**src/rtl/gpio_irq_pkg.sv**
```systemverilog
package gpio_irq_pkg;

  typedef enum logic [2:0] {
    OP_NONE    = 3'd0,
    OP_TRIG    = 3'd1,
    OP_ENABLE  = 3'd2,
    OP_DISABLE = 3'd3,
    OP_MASK    = 3'd4,
    OP_UNMASK  = 3'd5,
    OP_WAKE    = 3'd6
  } cfg_op_e;

  localparam logic [1:0] POL_LOW  = 2'b00;
  localparam logic [1:0] POL_HIGH = 2'b01;
  localparam logic [1:0] POL_BOTH = 2'b10;

  typedef struct packed {
    logic       trig_level;
    logic [1:0] pol;
    logic       en;
    logic       mask_open;
    logic [2:0] wake_en;
  } pin_cfg_t;

  // Event decision from current level, previous level and configuration.
  function automatic logic pin_event(input logic trig_level, input logic [1:0] pol,
                                     input logic lvl, input logic prev);
    logic rise;
    logic fall;
    rise = lvl & ~prev;
    fall = ~lvl & prev;
    if (trig_level) begin
      case (pol)
        POL_LOW:  return ~lvl;
        POL_HIGH: return lvl;
        default:  return 1'b0;
      endcase
    end else begin
      case (pol)
        POL_LOW:  return fall;
        POL_HIGH: return rise;
        POL_BOTH: return rise | fall;
        default:  return 1'b0;
      endcase
    end
  endfunction

  // Wake enable that applies at the given sleep depth.
  function automatic logic wake_select(input logic [2:0] wake_en, input logic [1:0] depth);
    case (depth)
      2'd1:    return wake_en[0];
      2'd2:    return wake_en[1];
      2'd3:    return wake_en[2];
      default: return 1'b0;
    endcase
  endfunction

endpackage

```
**src/rtl/gpio_irq_cfg.sv**
```systemverilog
module gpio_irq_cfg
  import gpio_irq_pkg::*;
(
  input  logic       clk,
  input  logic       rst_n,
  input  logic       sel,
  input  cfg_op_e    op,
  input  logic       trig_level,
  input  logic [1:0] pol,
  input  logic [2:0] wake,
  output pin_cfg_t   cfg,
  output logic       trig_wr
);

  pin_cfg_t cfg_q;

  assign trig_wr = sel && (op == OP_TRIG);
  assign cfg     = cfg_q;

  always_ff @(posedge clk or negedge rst_n) begin
    if (!rst_n) begin
      cfg_q <= '0;
    end else if (sel) begin
      case (op)
        OP_TRIG: begin
          cfg_q.trig_level <= trig_level;
          cfg_q.pol        <= pol;
        end
        OP_ENABLE: begin
          cfg_q.en        <= 1'b1;
          cfg_q.mask_open <= 1'b1;
        end
        OP_DISABLE: begin
          cfg_q.en        <= 1'b0;
          cfg_q.mask_open <= 1'b0;
        end
        OP_MASK:   cfg_q.mask_open <= 1'b0;
        OP_UNMASK: cfg_q.mask_open <= 1'b1;
        OP_WAKE:   cfg_q.wake_en   <= wake;
        default: ;
      endcase
    end
  end

endmodule

```
**src/rtl/gpio_irq_pin.sv**
```systemverilog
module gpio_irq_pin
  import gpio_irq_pkg::*;
(
  input  logic       clk,
  input  logic       rst_n,
  input  logic       armed,
  input  logic       lvl,
  input  logic [1:0] sleep_lvl,
  input  pin_cfg_t   cfg,
  input  logic       trig_wr,
  input  logic       clr_int,
  input  logic       clr_wake,
  output logic       evt,
  output logic       int_sts,
  output logic       wake_sts
);

  logic prev_q;
  logic int_q;
  logic wake_q;
  logic int_hit;
  logic wake_hit;

  assign evt      = armed & pin_event(cfg.trig_level, cfg.pol, lvl, prev_q);
  assign int_hit  = evt & cfg.en;
  assign wake_hit = evt & wake_select(cfg.wake_en, sleep_lvl);

  always_ff @(posedge clk or negedge rst_n) begin
    if (!rst_n) begin
      prev_q <= 1'b0;
      int_q  <= 1'b0;
      wake_q <= 1'b0;
    end else begin
      prev_q <= lvl;
      if (trig_wr || clr_int)  int_q <= 1'b0;
      else if (int_hit)        int_q <= 1'b1;
      if (trig_wr || clr_wake) wake_q <= 1'b0;
      else if (wake_hit)       wake_q <= 1'b1;
    end
  end

  assign int_sts  = int_q;
  assign wake_sts = wake_q;

endmodule

```
**src/rtl/gpio_irq_summary.sv**
```systemverilog
module gpio_irq_summary #(
  parameter int NUM_PINS  = 16,
  parameter int GRP_PINS  = 4,
  localparam int NUM_GRP  = (NUM_PINS + GRP_PINS - 1) / GRP_PINS,
  localparam int PAD_PINS = NUM_GRP * GRP_PINS
) (
  input  logic                clk,
  input  logic                rst_n,
  input  logic [NUM_PINS-1:0] visible,
  input  logic                eoi,
  output logic [NUM_GRP-1:0]  summary,
  output logic                irq
);

  logic [PAD_PINS-1:0] vis_pad;
  logic                irq_q;

  assign vis_pad = PAD_PINS'(visible);

  for (genvar g = 0; g < NUM_GRP; g++) begin : g_grp
    assign summary[g] = |vis_pad[g*GRP_PINS +: GRP_PINS];
  end

  always_ff @(posedge clk or negedge rst_n) begin
    if (!rst_n)   irq_q <= 1'b0;
    else if (eoi) irq_q <= 1'b0;
    else          irq_q <= |summary;
  end

  assign irq = irq_q;

endmodule

```
**src/rtl/gpio_irq_agg.sv**
```systemverilog
module gpio_irq_agg
  import gpio_irq_pkg::*;
#(
  parameter int NUM_PINS = 16,
  parameter int GRP_PINS = 4,
  localparam int PIN_AW  = (NUM_PINS > 1) ? $clog2(NUM_PINS) : 1,
  localparam int NUM_GRP = (NUM_PINS + GRP_PINS - 1) / GRP_PINS
) (
  input  logic                clk,
  input  logic                rst_n,
  input  logic [NUM_PINS-1:0] pin_lvl,
  input  logic [1:0]          sleep_lvl,
  input  logic [2:0]          cfg_op,
  input  logic [PIN_AW-1:0]   cfg_pin,
  input  logic                cfg_trig_level,
  input  logic [1:0]          cfg_act,
  input  logic [2:0]          cfg_wake,
  input  logic                clr_we,
  input  logic [PIN_AW-1:0]   clr_pin,
  input  logic                clr_int,
  input  logic                clr_wake,
  input  logic                eoi,
  output logic [NUM_PINS-1:0] int_sts,
  output logic [NUM_PINS-1:0] wake_sts,
  output logic [NUM_GRP-1:0]  summary,
  output logic                irq
);

  cfg_op_e             op;
  logic                armed_q;
  logic [NUM_PINS-1:0] pin_en;
  logic [NUM_PINS-1:0] pin_open;
  logic [NUM_PINS-1:0] pin_evt;
  logic [NUM_PINS-1:0] visible;

  assign op = cfg_op_e'(cfg_op);

  // Edge detection is held off for the first cycle after reset.
  always_ff @(posedge clk or negedge rst_n) begin
    if (!rst_n) armed_q <= 1'b0;
    else        armed_q <= 1'b1;
  end

  for (genvar p = 0; p < NUM_PINS; p++) begin : g_pin
    pin_cfg_t cfg;
    logic     trig_wr;
    logic     cfg_sel;
    logic     clr_sel;

    assign cfg_sel = (cfg_pin == PIN_AW'(p));
    assign clr_sel = clr_we && (clr_pin == PIN_AW'(p));

    gpio_irq_cfg u_cfg (
      .clk        (clk),
      .rst_n      (rst_n),
      .sel        (cfg_sel),
      .op         (op),
      .trig_level (cfg_trig_level),
      .pol        (cfg_act),
      .wake       (cfg_wake),
      .cfg        (cfg),
      .trig_wr    (trig_wr)
    );

    gpio_irq_pin u_pin (
      .clk       (clk),
      .rst_n     (rst_n),
      .armed     (armed_q),
      .lvl       (pin_lvl[p]),
      .sleep_lvl (sleep_lvl),
      .cfg       (cfg),
      .trig_wr   (trig_wr),
      .clr_int   (clr_sel && clr_int),
      .clr_wake  (clr_sel && clr_wake),
      .evt       (pin_evt[p]),
      .int_sts   (int_sts[p]),
      .wake_sts  (wake_sts[p])
    );

    assign pin_en[p]   = cfg.en;
    assign pin_open[p] = cfg.mask_open;
    assign visible[p]  = (int_sts[p] & cfg.mask_open) | wake_sts[p];
  end

  gpio_irq_summary #(
    .NUM_PINS (NUM_PINS),
    .GRP_PINS (GRP_PINS)
  ) u_sum (
    .clk     (clk),
    .rst_n   (rst_n),
    .visible (visible),
    .eoi     (eoi),
    .summary (summary),
    .irq     (irq)
  );

endmodule

```
**config.mk**
```make
export PLATFORM = sky130hd
export DESIGN_NAME = gpio_irq_agg
export DESIGN_NICKNAME = d
export VERILOG_FILES = /design/src/rtl/gpio_irq_pkg.sv /design/src/rtl/gpio_irq_cfg.sv /design/src/rtl/gpio_irq_pin.sv /design/src/rtl/gpio_irq_summary.sv /design/src/rtl/gpio_irq_agg.sv
export SDC_FILE = /design/constraint.sdc
export NUM_CORES = 1
export LEC_CHECK = 0
export CAP_MARGIN = 30
export CORE_AREA = 2 2 192 194
export DETAILED_ROUTE_END_ITERATION = 7
export DIE_AREA = 0 0 194 196
export PLACE_DENSITY = 0.5
export SYNTH_ARGS = -nofsm -noshare
export SYNTH_HDL_FRONTEND = slang
export SYNTH_HIERARCHICAL = 1
export SYNTH_SLANG_ARGS = --single-unit
export TNS_END_PERCENT = 50
```
**constraint.sdc**
```tcl
create_clock -name clk -period 2.5 [get_ports clk]
set_input_delay 0.375 -clock clk [delete_from_list [all_inputs] [get_ports clk]]
set_output_delay 0.375 -clock clk [all_outputs]
set_load 0.01 [all_outputs]
```
### After elaboration in Yosys (flattened, before gate mapping)

Cells that the tools add are included.

* output and inout bits: 37
* bits of input ports: 41
* register bits after elaboration: 178

* bitwise logic cells: 160
* mux-type cells: 131
* reductions and logical operators: 219
* equal/unequal tests: 71

Operators by type and width (number)
* 2-bit AND reduction: 64
* 1-bit bitwise AND: 96
* 1-bit one-hot mux with 3 select lines: 32
* 1-bit 2-to-1 mux: 81
* 2-bit nonzero test: 34
* 4-bit == test (second input constant): 16
* 1-bit logical AND: 64
* 2-bit == test (second input constant): 18
* 1-bit one-hot mux with 2 select lines: 18
* 2-bit by 1-bit == test with 1-bit output (second input constant): 17
* 4-bit by 3-bit == test with 1-bit output (second input constant): 8
* 2-bit zero test: 16
* 1-bit logical OR: 32
* 1-bit NOT: 32
* 1-bit bitwise OR: 32
* 4-bit by 2-bit == test with 1-bit output (second input constant): 4
* 16-bit OR reduction: 1
* 4-bit OR reduction: 4
* 3-bit == test (second input constant): 3
* 4-bit by 1-bit == test with 1-bit output (second input constant): 2
* 4-bit zero test: 2
* 3-bit by 2-bit == test with 1-bit output (second input constant): 2
* 2-bit OR reduction: 2
* 3-bit by 1-bit == test with 1-bit output (second input constant): 1

### Logic depth before layout (Yosys ltp)

Gate-level depths: netlist of the first run.

* depth after elaboration: 9
* depth in mapped cells: 6

### Cells and area by module

Netlist of the first run, hierarchy kept.

Modules (own cells, without submodules)
* gpio_irq_cfg: area each 360.3 um2, times used 16, seq. area each 200.2 um2, cells each 25
* gpio_irq_pin (g_pin[11].u_pin ...): area each 245.2 um2, times used 14, seq. area each 75.1 um2, cells each 26
* gpio_irq_agg: area each 496.7 um2, times used 1, seq. area each 25.0 um2, cells each 89
* gpio_irq_pin (g_pin[0].u_pin ...): area each 240.2 um2, times used 2, seq. area each 75.1 um2, cells each 26
* gpio_irq_summary: area each 77.6 um2, times used 1, seq. area each 25.0 um2, cells each 7

### Least setup slack after synthesis of the first run

Ideal clock, no wire load.

* kind: reg-to-reg
* from: register armed_q
* to: register g_pin[15].u_pin.wake_q
* cell stages (with the launch flop): 5
* data arrival time: 1.680 ns
* buffers on the path: 0
* period minus slack after synthesis: 1.783 ns
* library setup time: 0.104 ns
* data required time: 2.396 ns
* path slack: 0.717 ns
* path through: dfrtp_1 > nand2b_1 > o32ai_2 > a21oi_2 > o41ai_2

* longest elaborated chain between the ends: 3

Ends and longest elaborated chain
* start, declared: RTL line gpio_irq_agg.sv:30 `logic armed_q;`
* start signal, assigned: RTL line gpio_irq_agg.sv:40 `if (!rst_n) armed_q <= 1'b0;`
* start signal, assigned: RTL line gpio_irq_agg.sv:41 `else armed_q <= 1'b1;`
* 1-bit bitwise AND: RTL line gpio_irq_pin.sv:24 `assign evt = armed & pin_event(cfg.trig_level, cfg.pol, lvl, prev_q);`
* 1-bit bitwise AND: RTL line gpio_irq_pin.sv:26 `assign wake_hit = evt & wake_select(cfg.wake_en, sleep_lvl);`
* 2-bit nonzero test (no source line)
* end signal, assigned: RTL line gpio_irq_pin.sv:32 `wake_q <= 1'b0;`
* end signal, assigned: RTL line gpio_irq_pin.sv:37 `if (trig_wr || clr_wake) wake_q <= 1'b0;`
* end signal, assigned: RTL line gpio_irq_pin.sv:38 `else if (wake_hit) wake_q <= 1'b1;`
* end, declared: RTL line gpio_irq_pin.sv:20 `logic wake_q;`

No other way between the ends.
A chain may end at the register's enable or synchronous reset.

### Worst setup path after layout of the first run

* from: register g_pin[1].u_pin.int_q
* to: output summary[0]

* longest elaborated chain between the ends: 3

Ends and longest elaborated chain
* start, declared: RTL line gpio_irq_pin.sv:19 `logic int_q;`
* start signal, assigned: RTL line gpio_irq_pin.sv:31 `int_q <= 1'b0;`
* start signal, assigned: RTL line gpio_irq_pin.sv:35 `if (trig_wr || clr_int) int_q <= 1'b0;`
* start signal, assigned: RTL line gpio_irq_pin.sv:36 `else if (int_hit) int_q <= 1'b1;`
* 1-bit bitwise AND: RTL line gpio_irq_agg.sv:82 `assign visible[p] = (int_sts[p] & cfg.mask_open) | wake_sts[p];`
* 1-bit bitwise OR: RTL line gpio_irq_agg.sv:82
* net visible[1]: RTL line gpio_irq_agg.sv:34 `logic [NUM_PINS-1:0] visible;`
* 4-bit OR reduction: RTL line gpio_irq_summary.sv:21 `assign summary[g] = |vis_pad[g*GRP_PINS +: GRP_PINS];`
* end, declared: RTL line gpio_irq_agg.sv:25 `output logic [NUM_GRP-1:0] summary,`

The timed path passes the listed nets, and every way through them passes these cells.

==> results by group, run 1 <==
Drt
  • Mean routed wirelength per cell: 18.6 µm
  • Initial DRC count: 438
  • Drt first pass iters: 6
  • Post-DRT Antenna Nets: 0
  • Via density: 4.87
  • DR DRC count: 0
  • Post-Route WL: 28,000 µm
  • DR vias: 7,354

Power and ir drop
  • Switching pwr: 2840 µW
  • Pwr Total: 9120 µW
  • Int Pwr: 6290 µW
  • P per Cell Area: 729 mW/mm²
  • Max IR drop VDD: 481 µV
  • Sequential share of power: 42.9%
  • Clock power frac: 30.0%
  • Combinational Power Share: 27.1%
  • Switching fraction of total power: 31.1%
  • Static Leak: 0.00542 µW

GRT
  • Number of global-route vias before repair: 7,280
  • Gr usage total: 15.0%
  • Largest net degree at the start of global routing: 81
  • Global-route wire length before repair: 43,900 µm
  • GRT Residual Overflow: 0
  • Initial antenna violation count: 3

Clock tree
  • Max clock buf depth: 2
  • Clock sinks: 178
  • CTS tree: yes
  • Worst-path clk slew: 0.08 ns
  • H-tree depth reported by CTS: 4
  • Worst skew pair latency: 0.43 ns
  • Cts bufs inserted: 17
  • CTS root buf: clkbuf_16
  • Setup bufs post-CTS: 0

Setup path
  • Crit end category: output pin
  • CP startpoint kind: flop
  • Worst EP arrival: 1.96 ns
  • Crit Path Max Fanout: 3
  • Worst Setup Path Type: reg2out
  • Critical Path RT: 2.12 ns
  • R2r setup slk: 0.68 ns

Floorplan
  • CORE AREA: 0.0361 mm²
  • IO Pins: 78
  • Row count: 70
  • Die Ht: 196 µm
  • Die Wd: 194 µm
  • Starting Density: 28.2%
  • Area of the die: 0.0380 mm²

Cells and area
  • Commonest cells after routing, fill and taps aside: 178 x dfrtp_1, 117 x nor2_1, 85 x nand2_1
  • Fraction of layout cells with a size suffix above 1: 27.1%
  • Final nets: 1,101
  • Area growth from synthesis to layout: 22.7%
  • Commonest non-fill, non-tap cell in the layout: dfrtp_1
  • Final Cell Area: 0.0125 mm²

Placed design
  • Final HPWL DP: 18,900 µm
  • I/O Buffers: 77
  • Post-DP Area: 0.0119 mm²
  • GP Congestion: 0.729

Min path
  • Min-Delay Path Class: in2async

STA
  • Max Freq: 428 MHz
  • Fin crit share: 93.4%
  • Fin. Hold Viols: 0
  • Clock Skews: 0.0149 ns
  • Period minus WS final: 2.33 ns
  • Endpoints failing setup: 0
  • Slew Limit Fails: 0
  • Slew margin rel.: 65.1%
  • Final TNS setup: 0 ns
  • Measured slew at the worst slew-check pin: 0.523 ns
  • RSZ-0062 raised after global routing: false

Synth
  • Warnings, synthesis: 6
  • Syn Nets: 969
  • Mapped Cells: 896
  • Mean Syn Cell Area: 11.4 µm²
  • Synth Cell Area: 0.0102 mm²

Status
  • Outcome: finished clean

Job
  • Max-Cap Viols: 0
[metal layers]
layer | up-vias | share of wire (%) | track usage (%)
met5 | - | 0.086 | 0
met4 | 4 | 0.95 | 3.62
met3 | 20 | 3.5 | 2.72
met2 | 107 | 44 | 22.7
met1 | 3669 | 51 | 21.9
li1 | 3554 | - | -
[registers in the layout, summed over array words and instances (netlist names)]
name                  cells
u_sum/irq                 1
g_pin.u_pin/prev_q       16
g_pin.u_pin/int_sts      16
g_pin.u_pin/wake_sts     16
armed_q                   1
g_pin.u_cfg/cfg         128
[repair_timing]
action,4_1_cts,5_1_grt
setup endpoints to repair,4,0
endpoints found under the hold margin,42,0
hold buffers,1,0
resized for setup,6,0
[through the flow]
stage	cells	hold WS, ns	worst slack, ns	utilization (%)
after floorplan	896	0.0794	0.728	-
after global placement	1476	0.363	0.193	33.0
after detailed placement	1476	0.362	0.184	33.0
after CTS	1508	0.444	0.114	34.7
after global routing	1508	0.484	0.0963	34.7
final	1509	0.450	0.166	34.7
[critical path, stage by stage (launching register included)]
cell           delay (ns)
dfrtp_1              0.41
a21o_1               0.23
or4_4                0.58
dlygate4sd2_1        0.31
[path summary, 6_finish.rpt]
check                                                        start                                  to  depth (start not counted)
worst max register to register  g_pin[9].u_pin/int_sts$_DFFE_PN0P_                 u_sum/irq$_DFF_PN0_                          3
max in group asynchronous                                    rst_n   g_pin[7].u_cfg/cfg[5]$_DFFE_PN0P_                          3
worst max-delay path            g_pin[1].u_pin/int_sts$_DFFE_PN0P_                          summary[0]                          3
worst min-delay path                                         rst_n   g_pin[2].u_cfg/cfg[5]$_DFFE_PN0P_                          2
worst min register to register  g_pin[14].u_cfg/cfg[4]$_DFFE_PN0P_  g_pin[14].u_cfg/cfg[4]$_DFFE_PN0P_                          2
min in group clk                                         cfg_op[0]   g_pin[9].u_cfg/cfg[4]$_DFFE_PN0P_                          3
[area by class of cell]
| type | instances | area, µm² |
|---|---|---|
| clock buffers | 19 | 443 |
| repair buffers | 115 | 1140 |
| flip-flops and latches | 178 | 4450 |
| multi-input cells | 683 | 5610 |
| well taps | 468 | 586 |
| clock inverters | 12 | 146 |
| fillers | 3635 | 23600 |
| diodes | 1 | 2.50 |
| inverters | 33 | 124 |
[power groups by stage]
stage	sequential, µW	combinational [µW]	clock, µW
after floorplan	3920	1180	0
after global placement	3980	2480	0
after detailed placement	3980	2510	0
after CTS	3930	2510	2840
after global routing	4000	2700	2950
final	3910	2470	2740
Power figures use the tool's default switching activity.
==> run 2, diff against run 1 <==
Settings changed: CORE_AREA 2 2 192 194 to 2 2 154 156, DIE_AREA 0 0 194 196 to 0 0 156 158, PLACE_DENSITY 0.5 to 0.69.
==> results by group, run 2 (synthesized netlist as in run 1, its figures left out) <==
Status
  • Outcome: finished clean (unchanged)

Setup path
  • CP startpoint kind: flop (unchanged)
  • Worst reg2reg path startpoint: g_pin[11].u_pin/int_sts$_DFFE_PN0P_ (was g_pin[9].u_pin/int_sts$_DFFE_PN0P_)
  • Critical path's largest stage delay: 0.59 ns (was 0.58 ns)
  • Family with the most delay on the worst path: simple AND/OR/NAND/NOR gates (unchanged)
  • R2r endpoint: u_sum/irq$_DFF_PN0_ (unchanged)
  • Worst Setup Path Type: reg2out (unchanged)
  • WP buf/inv: 1 (unchanged)
  • Crit path cell chain: a21o_1 -> or4_4 -> dlygate4sd2_1 (unchanged)
  • Critical Path Slowest Stage Cell: or4_4 (unchanged)
  • R2r setup slk: 0.74 ns (was 0.68 ns)
  • Critical Path RT: 2.12 ns (about the same)
  • Worst EP arrival: 1.95 ns (was 1.96 ns)
  • Crit end category: output pin (unchanged)
  • Worst R2R Path Depth: 3 (unchanged)
  • Crit Path Max Fanout: 3 (unchanged)

STA
  • Measured slew at the worst slew-check pin: 0.775 ns (was 0.523 ns)
  • Fin crit share: 93.1% (was 93.4%)
  • Final TNS setup: 0 ns (unchanged)
  • Period minus WS final: 2.33 ns (about the same)
  • Max Freq: 430 MHz (was 428 MHz)
  • Endpoints failing setup: 0 (unchanged)
  • Slew margin rel.: 48.2% (was 65.1%)
  • Slew Limit Fails: 0 (unchanged)
  • RSZ-0062 raised after global routing: false (unchanged)
  • Clock Skews: 0.00613 ns (was 0.0149 ns)
  • Fin. Hold Viols: 0 (unchanged)
  • Hold_ws: 0.480 ns (was 0.450 ns)

Min path
  • Min-Delay Path Class: reg2reg (was in2async)
  • Worst-case hold path end point: g_pin[4].u_cfg/cfg[4]$_DFFE_PN0P_
  • Hold_sp: g_pin[4].u_cfg/cfg[4]$_DFFE_PN0P_
  • Worst Hold Depth: 2

Cells and area
  • Largest register FFs: 128 (unchanged)
  • Area growth from synthesis to layout: 19.8% (was 22.7%)
  • Antenna cells: 0 (was 1)
  • Fraction of layout cells with a size suffix above 1: 26.6% (was 27.1%)
  • Final nets: 1,095 (was 1,101)
  • Fill count: 2,007 (was 3,635)
  • Final Cell Area: 0.0122 mm² (was 0.0125 mm²)
  • Commonest non-fill, non-tap cell in the layout: dfrtp_1 (unchanged)
  • Multi-input gate area: 0.00561 mm² (about the same)
  • Sequential cell area: 0.00445 mm² (unchanged)
  • Commonest cells after routing, fill and taps aside: 178 x dfrtp_1, 117 x nor2_1, 85 x nand2_1 (unchanged)

GRT
  • Number of global-route vias before repair: 7,419 (was 7,280)
  • Global-route wire length before repair: 40,300 µm (was 43,900 µm)
  • GRT Residual Overflow: 0 (unchanged)
  • Initial antenna violation count: 0 (was 3)
  • Largest net degree at the start of global routing: 113 (was 81)
  • Gr usage total: 21.2% (was 15.0%)

Clock tree
  • CTS root buf: clkbuf_16 (unchanged)
  • Clock sinks: 178 (unchanged)
  • Max clock buf depth: 2 (unchanged)
  • Worst-path clk slew: 0.06 ns (was 0.08 ns)
  • Worst skew pair latency: 0.44 ns (was 0.43 ns)
  • CTS tree: yes (unchanged)
  • H-tree depth reported by CTS: 4 (unchanged)
  • Setup bufs post-CTS: 0 (unchanged)
  • Cts bufs inserted: 17 (unchanged)

Drt
  • Via density: 5.63 (was 4.87)
  • Post-Route WL: 25,200 µm (was 28,000 µm)
  • Post-DRT Antenna Nets: 0 (unchanged)
  • Drt first pass iters: 5 (was 6)
  • DR vias: 7,454 (was 7,354)
  • DR DRC count: 0 (unchanged)
  • Mean routed wirelength per cell: 19.0 µm (was 18.6 µm)
  • Initial DRC count: 422 (was 438)

Job
  • Max-Cap Viols: 0 (unchanged)

Placed design
  • Post-DP Area: 0.0116 mm² (was 0.0119 mm²)
  • GP Congestion: 0.798 (was 0.729)
  • Final HPWL DP: 17,000 µm (was 18,900 µm)
  • I/O Buffers: 77 (unchanged)

Floorplan
  • Area of the die: 0.0246 mm² (was 0.0380 mm²)
  • CORE AREA: 0.0231 mm² (was 0.0361 mm²)
  • IO Pins: 78 (unchanged)
  • Row count: 56 (was 70)
  • Die Ht: 158 µm (was 196 µm)
  • Starting Density: 44.2% (was 28.2%)
  • Die Wd: 156 µm (was 194 µm)

Power and ir drop
  • P per Cell Area: 738 mW/mm² (was 729 mW/mm²)
  • Max IR drop VDD: 337 µV (was 481 µV)
  • Static Leak: 0.00538 µW (was 0.00542 µW)
[run 2: final cells by class]
| cell class | instances | share of cell area [%] |
|---|---|---|
| clock inverter | 11 | 1.06 |
| clock buffer | 21 | 3.77 |
| tap | 290 | 2.97 |
| sequential | 178 | 36.5 |
| timing repair buffer | 109 | 8.76 |
| multi-input combinational | 683 | 45.9 |
| inverter | 33 | 1.01 |
[run 2: repair_timing]
item | 4_1_cts | 5_1_grt
gates resized for setup | 5 | 0
endpoints found under the hold margin | 60 | 0
endpoints found under the setup margin | 4 | 0
hold buffers | 1 | 0
[run 2: worst min-delay path: stages (launching register included)]
cell	delay [ns]
dfrtp_1	0.34
nand2_1	0.04
o21ai_0	0.06
[run 2: power by group]
group          internal (µW)  switching [µW]
sequential              3410             495
combinational           1340            1090
clock                   1530            1150
total                   6280            2740
[run 2: worst max-delay path by stage]
stage                                   startpoint  slack [ns]                                   end  cells after the start
6_report       g_pin[13].u_pin/int_sts$_DFFE_PN0P_        0.17                            summary[3]                      3
5_1_grt         g_pin[13].u_cfg/cfg[3]$_DFFE_PN0P_        0.11                            summary[3]                      3
4_1_cts        g_pin[13].u_pin/int_sts$_DFFE_PN0P_        0.16                            summary[3]                      3
3_5_place_dp                            cfg_pin[1]        0.20     g_pin[9].u_cfg/cfg[0]$_DFFE_PN0P_                      6
3_3_place_gp                            cfg_pin[2]        0.26     g_pin[8].u_cfg/cfg[6]$_DFFE_PN0P_                      6
2_1_floorplan                    armed_q$_DFF_PN0_        0.73  g_pin[15].u_pin/wake_sts$_DFFE_PN0P_                      4
[run 2: routing by layer]
metal | GRT usage [%] | wire length, µm | vias up
li1 | - | - | 3545
met1 | 28.7 | 11700 | 3743
met5 | 0 | 0 | -
met2 | 34.5 | 12000 | 135
met4 | 6.55 | 510 | 0
met3 | 4.22 | 1060 | 31
[run 2: stage by stage]
step | power, µW | cells | utilization, % | setup WS [ns]
finish | 9020 | 1325 | 53.0 | 0.172
global route | 9490 | 1325 | 53.0 | 0.108
CTS | 9100 | 1325 | 53.0 | 0.159
detailed placement | 6420 | 1292 | 50.4 | 0.198
global placement | 6350 | 1292 | 50.4 | 0.256
floorplan | 5100 | 896 | - | 0.728
==> run 3, diff against run 2 <==
Settings changed: CELL_PAD_IN_SITES_DETAIL_PLACEMENT from default to 0, CELL_PAD_IN_SITES_GLOBAL_PLACEMENT from default to 1, PLACE_DENSITY 0.69 to 0.81.
==> results by group, run 3 (synthesized netlist as in run 1, its figures left out) <==
Placed design
  • Post-DP Area: 0.0117 mm² (was 0.0116 mm²)
  • Final HPWL DP: 17,400 µm (was 17,000 µm)
  • Place WS: 0.184 ns (was 0.198 ns)
  • GP Congestion: 0.834 (was 0.798)
  • I/O Buffers: 77 (unchanged)

STA
  • Fin crit share: 95.3% (was 93.1%)
  • RSZ-0062 raised after global routing: false (unchanged)
  • Fin. Hold Viols: 0 (unchanged)
  • Clock Skews: 0.0106 ns (was 0.00613 ns)
  • Slew Limit Fails: 0 (unchanged)
  • Final TNS setup: 0 ns (unchanged)
  • Period minus WS final: 2.38 ns (was 2.33 ns)
  • Endpoints failing setup: 0 (unchanged)
  • Measured slew at the worst slew-check pin: 0.597 ns (was 0.775 ns)
  • Slew margin rel.: 60.2% (was 48.2%)
  • Worst setup margin: 0.117 ns (was 0.172 ns)
  • Max Freq: 420 MHz (was 430 MHz)

Cells and area
  • Util after Layout: 53.3% (was 53.0%)
  • Largest register FFs: 128 (unchanged)
  • Final nets: 1,098 (was 1,095)
  • Sequential cell area: 0.00445 mm² (unchanged)
  • Final Cell Area: 0.0123 mm² (was 0.0122 mm²)
  • Area growth from synthesis to layout: 20.6% (was 19.8%)
  • Antenna cells: 0 (unchanged)
  • Multi-input gate area: 0.00561 mm² (about the same)
  • Fraction of layout cells with a size suffix above 1: 26.9% (was 26.6%)
  • Commonest cells after routing, fill and taps aside: 178 x dfrtp_1, 117 x nor2_1, 85 x nand2_1 (unchanged)
  • Commonest non-fill, non-tap cell in the layout: dfrtp_1 (unchanged)
  • Fill count: 1,965 (was 2,007)

GRT
  • Number of global-route vias before repair: 6,994 (was 7,419)
  • Gr usage total: 21.5% (was 21.2%)
  • Global-route wire length before repair: 40,300 µm (about the same)
  • GRT Residual Overflow: 0 (unchanged)
  • Largest net degree at the start of global routing: 81 (was 113)
  • Initial antenna violation count: 0 (unchanged)

Setup path
  • Crit end category: output pin (unchanged)
  • Critical Path RT: 2.12 ns (about the same)
  • Worst EP arrival: 2.01 ns (was 1.95 ns)
  • Crit Path Max Fanout: 3 (unchanged)
  • Worst Setup Path Type: reg2out (unchanged)
  • CP startpoint kind: flop (unchanged)

Clock tree
  • CTS tree: yes (unchanged)
  • CTS root buf: clkbuf_16 (unchanged)
  • Worst-path clk slew: 0.06 ns (about the same)
  • Max clock buf depth: 2 (unchanged)
  • Worst skew pair latency: 0.44 ns (about the same)
  • Cts bufs inserted: 17 (unchanged)
  • H-tree depth reported by CTS: 4 (unchanged)
  • Clock sinks: 178 (unchanged)

Floorplan
  • CORE AREA: 0.0231 mm² (unchanged)
  • Starting Density: 44.2% (unchanged)
  • IO Pins: 78 (unchanged)
  • Area of the die: 0.0246 mm² (unchanged)
  • Row count: 56 (unchanged)
  • Die Ht: 158 µm (unchanged)
  • Die Wd: 156 µm (unchanged)

Power and ir drop
  • P per Cell Area: 750 mW/mm² (was 738 mW/mm²)
  • Pwr Total: 9230 µW (was 9020 µW)
  • Static Leak: 0.00543 µW (was 0.00538 µW)
  • Max IR drop VDD: 365 µV (was 337 µV)

Drt
  • Drt first pass iters: 5 (unchanged)
  • Post-Route WL: 25,600 µm (was 25,200 µm)
  • Post-DRT Antenna Nets: 0 (unchanged)
  • Mean routed wirelength per cell: 19.3 µm (was 19.0 µm)
  • Via density: 5.65 (was 5.63)
  • DR DRC count: 0 (unchanged)
  • Initial DRC count: 624 (was 422)
  • DR vias: 7,505 (was 7,454)

Min path
  • Min-Delay Path Class: reg2reg (unchanged)

Status
  • Outcome: finished clean (unchanged)

Job
  • Max-Cap Viols: 0 (unchanged)
run 3: cell count changes in the layout (fill, tap and decap cells not counted), moves of 2 or more:
cell	before	now
clkinv_4	1	4
buf_12	6	8
clkbuf_1	2	0
clkbuf_8	2	0
clkinvlp_4	5	3
bufinv_16	2	4
run 3: worst max-delay path, cell delays in order, from the launching register on:
cell and delay (ns):
dfrtp_1 0.43, a21o_1 0.24, or4_1 0.58, dlygate4sd2_1 0.32
run 3: worst paths after layout:
kind | startpoint | end | slack [ns] | depth (start not counted)
hold reg to reg | g_pin[0].u_cfg/cfg[4]$_DFFE_PN0P_ | g_pin[0].u_cfg/cfg[4]$_DFFE_PN0P_ | 0.48 | 2
setup / recovery | g_pin[4].u_pin/int_sts$_DFFE_PN0P_ | summary[1] | 0.12 | 3
min in group asynchronous | rst_n | g_pin[10].u_pin/prev_q$_DFF_PN0_ | 0.50 | 2
setup reg to reg | g_pin[11].u_pin/int_sts$_DFFE_PN0P_ | u_sum/irq$_DFF_PN0_ | 0.75 | 3
hold / removal | g_pin[0].u_cfg/cfg[4]$_DFFE_PN0P_ | g_pin[0].u_cfg/cfg[4]$_DFFE_PN0P_ | 0.48 | 2
max in group asynchronous | rst_n | g_pin[3].u_pin/int_sts$_DFFE_PN0P_ | 1.35 | 3
run 3: cell type report:
cell class / instances / area share (%)
tap: 290 / 2.95
multi-input combinational: 683 / 45.6
inverter: 33 / 1.01
timing repair buffer: 112 / 9.09
clock buffer: 17 / 3.46
sequential: 178 / 36.2
clock inverter: 15 / 1.69
run 3: stage by stage:
step	instances	hold slack [ns]
after floorplan	896	0.0794
after global placement	1295	0.402
after detailed placement	1295	0.407
after CTS	1328	0.478
after global routing	1328	0.498
final	1328	0.480
run 3: power by group:
group / internal [µW] / switching, µW
clock: 1680 / 1200
combinational: 1340 / 1080
sequential: 3410 / 517
total: 6430 / 2800
run 3: what timing repair did:
item                                    4_1_cts  5_1_grt
gates resized for setup                       4        0
hold buffers                                  1        0
endpoints found under the hold margin        55        0
endpoints found under the setup margin        4        0
buffers inserted                              0        0
run 3: routing by layer:
layer	track usage (%)	wire (µm)	vias up
met3	3.34	1020	30
li1	-	-	3546
met5	0	0	-
met1	30.3	12200	3750
met2	34.1	11900	179
met4	6.51	404	0
